### src/rtl/snp_pkg.sv
package snp_pkg;

  typedef enum logic [2:0] {
    ST_IDLE,
    ST_STROBE,
    ST_WAIT,
    ST_SAMPLE,
    ST_WB,
    ST_GRANT
  } snp_state_e;

  localparam logic SRC_L1 = 1'b0;
  localparam logic SRC_L2 = 1'b1;

  typedef struct packed {
    logic wb;
    logic src;
    logic l2_inv;
  } snp_action_t;

  // Coherency rules for one sampled snoop result.
  function automatic snp_action_t resolve(input logic is_wr, input logic hitm,
                                          input logic l2h, input logic l2m);
    snp_action_t a;
    logic l2_dirty;
    l2_dirty = l2h & l2m;
    a.wb     = hitm | l2_dirty;
    a.src    = hitm ? SRC_L1 : SRC_L2;
    a.l2_inv = is_wr ? l2h : (hitm & l2h);
    return a;
  endfunction

endpackage

### src/rtl/snp_line_addr.sv
module snp_line_addr #(
  parameter int AW         = 32,
  parameter int LINE_BYTES = 32
) (
  input  logic          clk,
  input  logic          rst_n,
  input  logic          load,
  input  logic          advance,
  input  logic [AW-1:0] base_in,
  output logic [AW-1:0] line_addr
);
  localparam int OFS = $clog2(LINE_BYTES);

  function automatic logic [AW-1:0] align_down(input logic [AW-1:0] a);
    return {a[AW-1:OFS], {OFS{1'b0}}};
  endfunction

  function automatic logic [AW-1:0] next_line(input logic [AW-1:0] a);
    return a + AW'(LINE_BYTES);
  endfunction

  always_ff @(posedge clk) begin
    if (!rst_n)       line_addr <= '0;
    else if (load)    line_addr <= align_down(base_in);
    else if (advance) line_addr <= next_line(line_addr);
  end
endmodule

### src/rtl/snp_seq.sv
module snp_seq
  import snp_pkg::*;
#(
  parameter int SAMPLE_GAP = 2
) (
  input  logic clk,
  input  logic rst_n,
  input  logic req_start,
  input  logic req_write,
  input  logic req_active,
  input  logic need_wb,
  input  logic wb_done,
  output logic load,
  output logic advance,
  output logic strobe,
  output logic sample_evt,
  output logic discard_evt,
  output logic idle,
  output logic wb_req,
  output logic mem_go,
  output logic wr_flag
);
  localparam int CW = $clog2(SAMPLE_GAP + 1);

  snp_state_e      st, st_nx;
  logic [CW-1:0]   gap_cnt;
  logic            first_line;

  assign idle        = (st == ST_IDLE);
  assign strobe      = (st == ST_STROBE);
  assign sample_evt  = (st == ST_SAMPLE);
  assign discard_evt = sample_evt && !first_line && !req_active;
  assign wb_req      = (st == ST_WB);
  assign mem_go      = (st == ST_GRANT);
  assign load        = idle && req_start;
  assign advance     = mem_go && req_active;

  always_comb begin
    st_nx = st;
    unique case (st)
      ST_IDLE:   if (req_start) st_nx = ST_STROBE;
      ST_STROBE: st_nx = (SAMPLE_GAP <= 1) ? ST_SAMPLE : ST_WAIT;
      ST_WAIT:   if (gap_cnt == CW'(SAMPLE_GAP - 1)) st_nx = ST_SAMPLE;
      ST_SAMPLE: begin
        if (discard_evt)  st_nx = ST_IDLE;
        else if (need_wb) st_nx = ST_WB;
        else              st_nx = ST_GRANT;
      end
      ST_WB:     if (wb_done) st_nx = ST_GRANT;
      ST_GRANT:  st_nx = req_active ? ST_STROBE : ST_IDLE;
      default:   st_nx = ST_IDLE;
    endcase
  end

  always_ff @(posedge clk) begin
    if (!rst_n) begin
      st         <= ST_IDLE;
      gap_cnt    <= '0;
      first_line <= 1'b0;
      wr_flag    <= 1'b0;
    end else begin
      st <= st_nx;
      if (st == ST_STROBE)    gap_cnt <= CW'(1);
      else if (st == ST_WAIT) gap_cnt <= gap_cnt + CW'(1);
      if (load) begin
        first_line <= 1'b1;
        wr_flag    <= req_write;
      end else if (mem_go) begin
        first_line <= 1'b0;
      end
    end
  end
endmodule

### src/rtl/snp_decide.sv
module snp_decide
  import snp_pkg::*;
(
  input  logic clk,
  input  logic rst_n,
  input  logic sample_evt,
  input  logic discard_evt,
  input  logic is_wr,
  input  logic l1_hitm,
  input  logic l2_hit,
  input  logic l2_mod,
  output logic need_wb,
  output logic src_q,
  output logic inv_q
);
  snp_action_t act;

  assign act     = resolve(is_wr, l1_hitm, l2_hit, l2_mod);
  assign need_wb = act.wb;

  always_ff @(posedge clk) begin
    if (!rst_n) begin
      src_q <= SRC_L1;
      inv_q <= 1'b0;
    end else begin
      inv_q <= sample_evt && !discard_evt && act.l2_inv;
      if (sample_evt && !discard_evt) src_q <= act.src;
    end
  end
endmodule

### src/rtl/snoop_coherency_ctrl.sv
module snoop_coherency_ctrl #(
  parameter int AW         = 32,
  parameter int LINE_BYTES = 32,
  parameter int SAMPLE_GAP = 2
) (
  input  logic          clk,
  input  logic          rst_n,
  input  logic          req_start,
  input  logic [AW-1:0] req_addr,
  input  logic          req_write,
  input  logic          req_active,
  output logic          snp_strobe,
  output logic [AW-1:0] snp_addr,
  output logic          cen_inv,
  input  logic          l1_hitm,
  input  logic          l2_hit,
  input  logic          l2_mod,
  output logic          l2_inv,
  output logic          wb_req,
  output logic          wb_src,
  input  logic          wb_done,
  output logic          mem_go
);
  logic load, advance, sample_evt, discard_evt, seq_idle, need_wb, wr_flag;

  snp_line_addr #(.AW(AW), .LINE_BYTES(LINE_BYTES)) u_addr (
    .clk(clk), .rst_n(rst_n), .load(load), .advance(advance),
    .base_in(req_addr), .line_addr(snp_addr)
  );

  snp_seq #(.SAMPLE_GAP(SAMPLE_GAP)) u_seq (
    .clk(clk), .rst_n(rst_n), .req_start(req_start), .req_write(req_write),
    .req_active(req_active), .need_wb(need_wb), .wb_done(wb_done),
    .load(load), .advance(advance), .strobe(snp_strobe),
    .sample_evt(sample_evt), .discard_evt(discard_evt), .idle(seq_idle),
    .wb_req(wb_req), .mem_go(mem_go), .wr_flag(wr_flag)
  );

  snp_decide u_dec (
    .clk(clk), .rst_n(rst_n), .sample_evt(sample_evt), .discard_evt(discard_evt),
    .is_wr(wr_flag), .l1_hitm(l1_hitm), .l2_hit(l2_hit), .l2_mod(l2_mod),
    .need_wb(need_wb), .src_q(wb_src), .inv_q(l2_inv)
  );

  // Pin rests high (inactive); during a strobe it carries the direction.
  assign cen_inv = snp_strobe ? wr_flag : 1'b1;
endmodule

### config.mk
export PLATFORM = sky130hd
export DESIGN_NAME = snoop_coherency_ctrl
export DESIGN_NICKNAME = d
export VERILOG_FILES = /design/src/rtl/snp_pkg.sv /design/src/rtl/snp_line_addr.sv /design/src/rtl/snp_seq.sv /design/src/rtl/snp_decide.sv /design/src/rtl/snoop_coherency_ctrl.sv
export SDC_FILE = /design/constraint.sdc
export NUM_CORES = 1
export LEC_CHECK = 0
export ABC_AREA = 1
export BUFFER_PORTS_ARGS = -buffer_cell sky130_fd_sc_hd__buf_2
export CAP_MARGIN = 20
export CORE_ASPECT_RATIO = 1.2
export CORE_MARGIN = 2
export CORE_UTILIZATION = 40
export DETAILED_ROUTE_END_ITERATION = 16
export PLACE_DENSITY = 0.66
export SLEW_MARGIN = 20
export SYNTH_ARGS = -nofsm -noshare
export SYNTH_HDL_FRONTEND = slang
export SYNTH_HIERARCHICAL = 1
export SYNTH_SLANG_ARGS = --single-unit
export TNS_END_PERCENT = 1
### constraint.sdc
create_clock -name clk -period 3.1 [get_ports clk]
set_input_delay 0.31 -clock clk [delete_from_list [all_inputs] [get_ports clk]]
set_output_delay 0.31 -clock clk [all_outputs]
set_load 0.05 [all_outputs]
==> results of run 1 <==
## path summary, 6_finish.rpt
kind	start	end	slack, ns	cells past startpoint
max	u_seq/st[2]	u_addr/line_addr[10]	0.78	6
min	req_write	u_seq/wr_flag	0.26	3
max reg2reg	u_seq/st[2]	u_addr/line_addr[10]	0.78	6
min reg2reg	u_seq/first_line	u_seq/first_line	0.47	2
## layout by cell type (no fill, tap or decap), types with 8 or more instances in the layout
| cell | count |
|---|---|
| nand2_1 | 84 |
| buf_2 | 68 |
| inv_1 | 42 |
| nand3_1 | 40 |
| dfxtp_1 | 36 |
| nor2_1 | 30 |
| a21oi_1 | 26 |
| a22oi_1 | 16 |
| nand2_2 | 14 |
| o21ai_0 | 9 |
| nor2_4 | 8 |
## flip-flops by register name, summed over array words and instances, names as in the netlist
register / count
u_dec/inv_q: 1
u_seq/wr_flag: 1
u_seq/gap_cnt: 2
u_seq/first_line: 1
u_addr/line_addr: 27
u_seq/st: 3
u_dec/src_q: 1
## final cells by class
class,count,area (um^2)
fillers,612,2868
multi-input cells,274,1441
flip-flops and latches,36,720.7
repair buffers,69,347.8
inverters,45,168.9
well taps,80,100.1
clock buffers,7,96.34
## worst max-delay path: stages (launching register included)
cell	delay, ns
dfxtp_1	0.53
nand3_1	0.17
nor2_1	0.45
nand2_1	0.21
inv_1	0.55
nand3_1	0.18
a31oi_1	0.15
## report_power, final
group | internal [uW] | switching, uW
Combinational | 139 | 350
Clock | 198 | 168
Sequential | 519 | 81.2
Total | 856 | 599
## through the flow
| step | utilization, % | hold WS (ns) | cell area [um^2] |
|---|---|---|---|
| floorplan | - | 0.4076 | 2425 |
| global placement | 48.39 | 0.4539 | 2779 |
| detailed placement | 48.39 | 0.4641 | 2779 |
| CTS | 50.07 | 0.2595 | 2875 |
| global route | 50.07 | 0.2643 | 2875 |
| finish | 50.07 | 0.2636 | 2875 |
## kinds of logic (layout without fill, tap and decap cells)
logic type	Yosys count	in the layout	synth area share (%)
AO/OA/AOI/OAI	63	63	15.63
XOR/XNOR	5	5	1.817
adder cells (fa/ha/maj)	2	2	1.038
buffers and inverters	60	121	10.90
flip-flops	36	36	29.91
other	1	5	0.1556
AND/OR/NAND/NOR	199	199	40.55
## per-layer routing
metal / vias to the layer above / GRT usage [%] / routed length, um
met5: - / 0 / 0
met1: 1118 / 23.28 / 2791
li1: 1306 / - / -
met2: 74 / 32.78 / 2909
met4: 0 / 6.331 / 103
met3: 9 / 4.622 / 307
==> summary.md, run 1 <==
| Metric | Value |
|---|---|
| DRC | `0` |
| Worst slew margin | `50.42%` |
| Max Clock Freq | `about 0.43 GHz` |
| Placed instance count | `504` |
| Final cell count without fillers | `slightly above 500` |
| HPWL Detailed | `between 4 and 5 mm` |
| Most common library cells after synthesis | `nand2_1, inv_1, nand3_1` |
| Nets | `474` |
| Pwr Density | `~510 nW/um^2` |
| Total wire length | `6.112 mm` |
| Worst setup SP type | `flip-flop` |
| Cells after synthesis | `366` |
| Worst Tran Pin Value | `0.7428 ns` |
| Slew Viols, Final | `0` |
| Seq/Total Area, Yosys | `29.91%` |
| Post-synth EDFFs | `0` |
| Worst-Skew Late Latency | `0.29 ns` |
| Data arrival, critical path | `2.53 ns` |
| Synth area leader | `dfxtp_1` |
| Sink Count | `36` |
| CP Capture Type | `flip-flop` |
| Drt wl/cell | `11.96 um` |
| Worst Path Required | `3.31 ns` |
| Outcome | `finished, final reports clean` |
| # Post-CTS Setup Buffers | `0` |
| Via density | `~5` |
| Die width | `74.86 um` |
| Top-count cell post-synth | `nand2_1` |
| IO buf count | `68` |
| Fin. Hold Viols | `0` |
| Clk_skew | `0.004950 ns` |
| GRT Total Usage | `a little under a fifth` |
| Place WS | `0.8182 ns` |
| Async SR Flop Fraction | `0%` |
| Design Power | `1455 uW` |
| Clock Tree Buf Depth | `2` |
| Top Ports | `79` |
| ANT nets after route | `0` |
| Post-route worst setup slack | `0.7819 ns` |
| Detailed router's first-iteration violation count | `114` |
| Yosys cell types | `36` |
| GRT overflow | `0` |
| CTS tree | `yes` |
| Global-route wire length before repair | `9.942 mm` |
| CTS Buf Count | `5` |
| Cell Area, Synth | `around 2400 um^2` |
| Die area | `6664 um^2` |
| Antenna violations before repair | `0` |
| DIE HEIGHT | `89.03 um` |
| Hold_buf cts | `0` |
| Total iterations of the first detailed-routing run | `4` |
| Hold WC Path Type | `primary input to flip-flop` |
| Worst-path clk slew | `0.07 ns` |
| Total leakage power | `about 0.0013 uW` |
| Share of layout cells above drive strength 1 | `26.68%` |
| RSZ-0062 raised after global routing | `false` |
| Fin crit period | `roughly 2.3 ns` |
| Largest net degree at the start of global routing | `28` |
| RePlAce Congestion | `approximately 0.80` |
| Share of the synthesized area in the top cell type | `29.91%` |
| Area growth, synth to finish | `19.31%` |
| Initial Util | `41.96%` |
| Clock root buffer | `clkbuf_8` |
| Classification of the worst setup path | `flip-flop to flip-flop` |
| # diodes | `0` |
| Post-CTS Resized | `0` |
| Synth Register Bits | `36` |
| Worst-path maximum fanout | `20` |
| Max-Cap Viols | `0` |
| Syn Area/Cell | `6.584 um^2` |
| Vias | `2507` |
| Final setup violation count | `0` |
| Ys flop type | `dfxtp_1` |
| Yosys Warn Count | `6` |
| Final setup TNS | `0 ns` |
| Final worst path period share | `74.78%` |
| Largest vdd supply drop | `approximately 0.00036 V` |
| Area contributors post-synth | `dfxtp_1, nand2_1, nand3_1` |
| Vias in the first global route | `2271` |
| Total core area | `5743 um^2` |
| H-tree level count | `2` |
| Row Count | `30` |
Power figures use the tool's default switching activity.
==> run 2: changes to the inputs <==
--- a/config.mk
+++ b/config.mk
@@ -12,7 +12,7 @@
 export CORE_MARGIN = 2
 export CORE_UTILIZATION = 40
 export DETAILED_ROUTE_END_ITERATION = 16
-export PLACE_DENSITY = 0.66
+export PLACE_DENSITY = 0.68
 export SLEW_MARGIN = 20
 export SYNTH_ARGS = -nofsm -noshare
 export SYNTH_HDL_FRONTEND = slang
==> constraint.sdc (replaced) <==
create_clock -name clk -period 2 [get_ports clk]
set_input_delay 0.2 -clock clk [delete_from_list [all_inputs] [get_ports clk]]
set_output_delay 0.2 -clock clk [all_outputs]
set_load 0.05 [all_outputs]
==> run 2 against run 1 <==
Compared with the run above:
- worst hold slack worse by 0.093 ns
- combinational power is 57% higher
- register-to-register slack worse by 0.59 ns
==> summary.md, run 2 (synthesized netlist as in run 1, its figures left out) <==
| Metric | Value |
|---|---|
| Vias | `2479 (-1.1%)` |
| Worst-path clk slew | `0.07 ns (about the same)` |
| Total core area | `5743 um^2 (unchanged)` |
| HPWL Detailed | `4.626 mm (+1.7%)` |
| Worst-path maximum fanout | `19 (-5.0%)` |
| Crit path capture | `u_addr/line_addr[15]` |
| Via density | `4.804 (-2.1%)` |
| GRT overflow | `0 (unchanged)` |
| Worst Path Required | `2.21 ns (-1.10 ns)` |
| DIE HEIGHT | `89.03 um (unchanged)` |
| Classification of the worst setup path | `flip-flop to flip-flop` |
| Multi-input gate area | `1441 um^2 (unchanged)` |
| Worst-Skew Late Latency | `0.28 ns (about the same)` |
| Clock root buffer | `clkbuf_8` |
| Flip-flop and latch area | `720.7 um^2 (unchanged)` |
| Final setup TNS | `0 ns (unchanged)` |
| Worst r2r dst | `u_addr/line_addr[15]` |
| CP Capture Type | `flip-flop` |
| Max Clock Freq | `0.5531 GHz (+28%)` |
| DRC | `0 (unchanged)` |
| RePlAce Congestion | `0.8117 (+1.2%)` |
| Largest net degree at the start of global routing | `20 (-29%)` |
| GRT Total Usage | `18.99% (-0.14 points)` |
| Total wire length | `6.051 mm (-1.0%)` |
| # Post-CTS Setup Buffers | `0 (unchanged)` |
| Worst setup SP type | `flip-flop` |
| Largest vdd supply drop | `0.0003938 V (+11%)` |
| Most common cell after layout, fill and taps aside | `nand2_1` |
| R2R Path Start | `u_seq/st[2]` |
| R2R cell count | `7 (+1)` |
| Sink Count | `36 (unchanged)` |
| Largest delay share family, worst path | `simple AND/OR/NAND/NOR gates` |
| Final setup violation count | `0 (unchanged)` |
| Start point of the critical path | `u_seq/st[2]` |
| CP Buf/Inv Count | `2 (+1)` |
| Max-Cap Viols | `0 (unchanged)` |
| Drt wl/cell | `11.73 um (-2.0%)` |
| CP Cell Sequence | `nand3_1 > nor2_1 > nand2_1 > inv_1 > buf_12 > nand3_1 > a31oi_1` |
| Fin. Hold Viols | `0 (unchanged)` |
| Final instance area | `2925 um^2 (+1.7%)` |
| Vias in the first global route | `2210 (-2.7%)` |
| RSZ-0062 raised after global routing | `false` |
| Nets | `479 (+1.1%)` |
| Total iterations of the first detailed-routing run | `5 (+1)` |
| Final worst path period share | `90.41% (+16 points)` |
| Die width | `74.86 um (unchanged)` |
| Global-route wire length before repair | `9.791 mm (-1.5%)` |
| Fin crit period | `1.808 ns (-0.5099 ns)` |
| Most flop-heavy register | `u_addr/line_addr` |
| Top cell by count, worst path | `nand3_1` |
| Clk_skew | `0.006152 ns (+0.001202 ns)` |
| Detailed router's first-iteration violation count | `118 (+3.5%)` |
| # diodes | `0 (unchanged)` |
| IO buf count | `68 (unchanged)` |
| Outcome | `finished, final reports clean` |
| Largest regs | `u_addr/line_addr x27, u_seq/st x3, u_seq/gap_cnt x2` |
| Data arrival, critical path | `2.02 ns (-0.51 ns)` |
| Largest register FFs | `27 (unchanged)` |
| Post-CTS Resized | `0 (unchanged)` |
| Max incr delay on CP | `0.51 ns (-0.04 ns)` |
| Slew Viols, Final | `0 (unchanged)` |
| Placed instance area | `2829 um^2 (+1.8%)` |
| Instance count on the critical path | `7 (+1)` |
| Pwr Density | `773.7 nW/um^2 (+53%)` |
| Hold_buf cts | `0 (unchanged)` |
| Share of layout cells above drive strength 1 | `27.52% (+0.84 points)` |
| Antenna violations before repair | `0 (unchanged)` |
| Area growth, synth to finish | `21.39%` |
| H-tree level count | `2 (unchanged)` |
| Most frequent cells in the layout | `nand2_1, buf_2, inv_1` |
| CTS tree | `yes` |
| Top Ports | `79 (unchanged)` |
| Fill cells | `630 (+2.9%)` |
| Clock Tree Buf Depth | `2 (unchanged)` |
| ANT nets after route | `0 (unchanged)` |
| Hold WC Path Type | `primary input to flip-flop` |
| Initial Util | `41.96% (unchanged)` |
| Die area | `6664 um^2 (unchanged)` |
| R2r setup slk | `0.19 ns (-0.59 ns)` |
| Worst path slowest cell | `dfxtp_1` |
| Row Count | `30 (unchanged)` |
| Total leakage power | `0.001293 uW (+2.2%)` |
| CTS Buf Count | `5 (unchanged)` |
[run 2: layer usage]
layer	global-route usage [%]	wire length, um
met1	22.44	2660
met2	34.37	3048
met3	3.946	294
met4	5.032	46
met5	0	0
[run 2: stage by stage]
step | hold WS [ns] | utilization (%) | std cells | power (uW) | setup WS (ns)
floorplan | 0.2976 | - | 370 | 1529 | 0.1344
global placement | 0.4547 | 49.26 | 509 | 1710 | 0.2255
detailed placement | 0.4576 | 49.26 | 509 | 1721 | 0.1940
CTS | 0.1538 | 50.94 | 516 | 2292 | 0.1842
global route | 0.1594 | 50.94 | 516 | 2415 | 0.03568
finish | 0.1708 | 50.94 | 516 | 2263 | 0.1919
[run 2: worst min path at each step]
stage / endpoint / from / slack, ns / depth (start not counted)
final: u_seq/wr_flag / req_write / 0.17 / 3
after global routing: u_seq/wr_flag / req_write / 0.16 / 3
after CTS: u_seq/wr_flag / req_write / 0.15 / 3
after detailed placement: u_seq/wr_flag / req_write / 0.46 / 3
after global placement: u_seq/first_line / u_seq/first_line / 0.45 / 2
after floorplan: u_addr/line_addr[6] / rst_n / 0.30 / 2
[run 2: power by group]
part / internal (uW) / total [uW] / switching (uW)
Combinational: 228 / 770 / 542
Clock: 307 / 563 / 256
Sequential: 804 / 930 / 126
Total: 1340 / 2260 / 924
[run 2: cell type report]
type | count | area share, %
Multi-Input combinational cell | 274 | 49.27
Tap cell | 80 | 3.422
Timing Repair Buffer | 74 | 13.60
Sequential cell | 36 | 24.64
Inverter | 45 | 5.774
Clock buffer | 7 | 3.293
[run 2: worst min-delay path: stages]
cell and delay, ns:
buf_2 0.10, nand2_1 0.05, a21oi_1 0.05
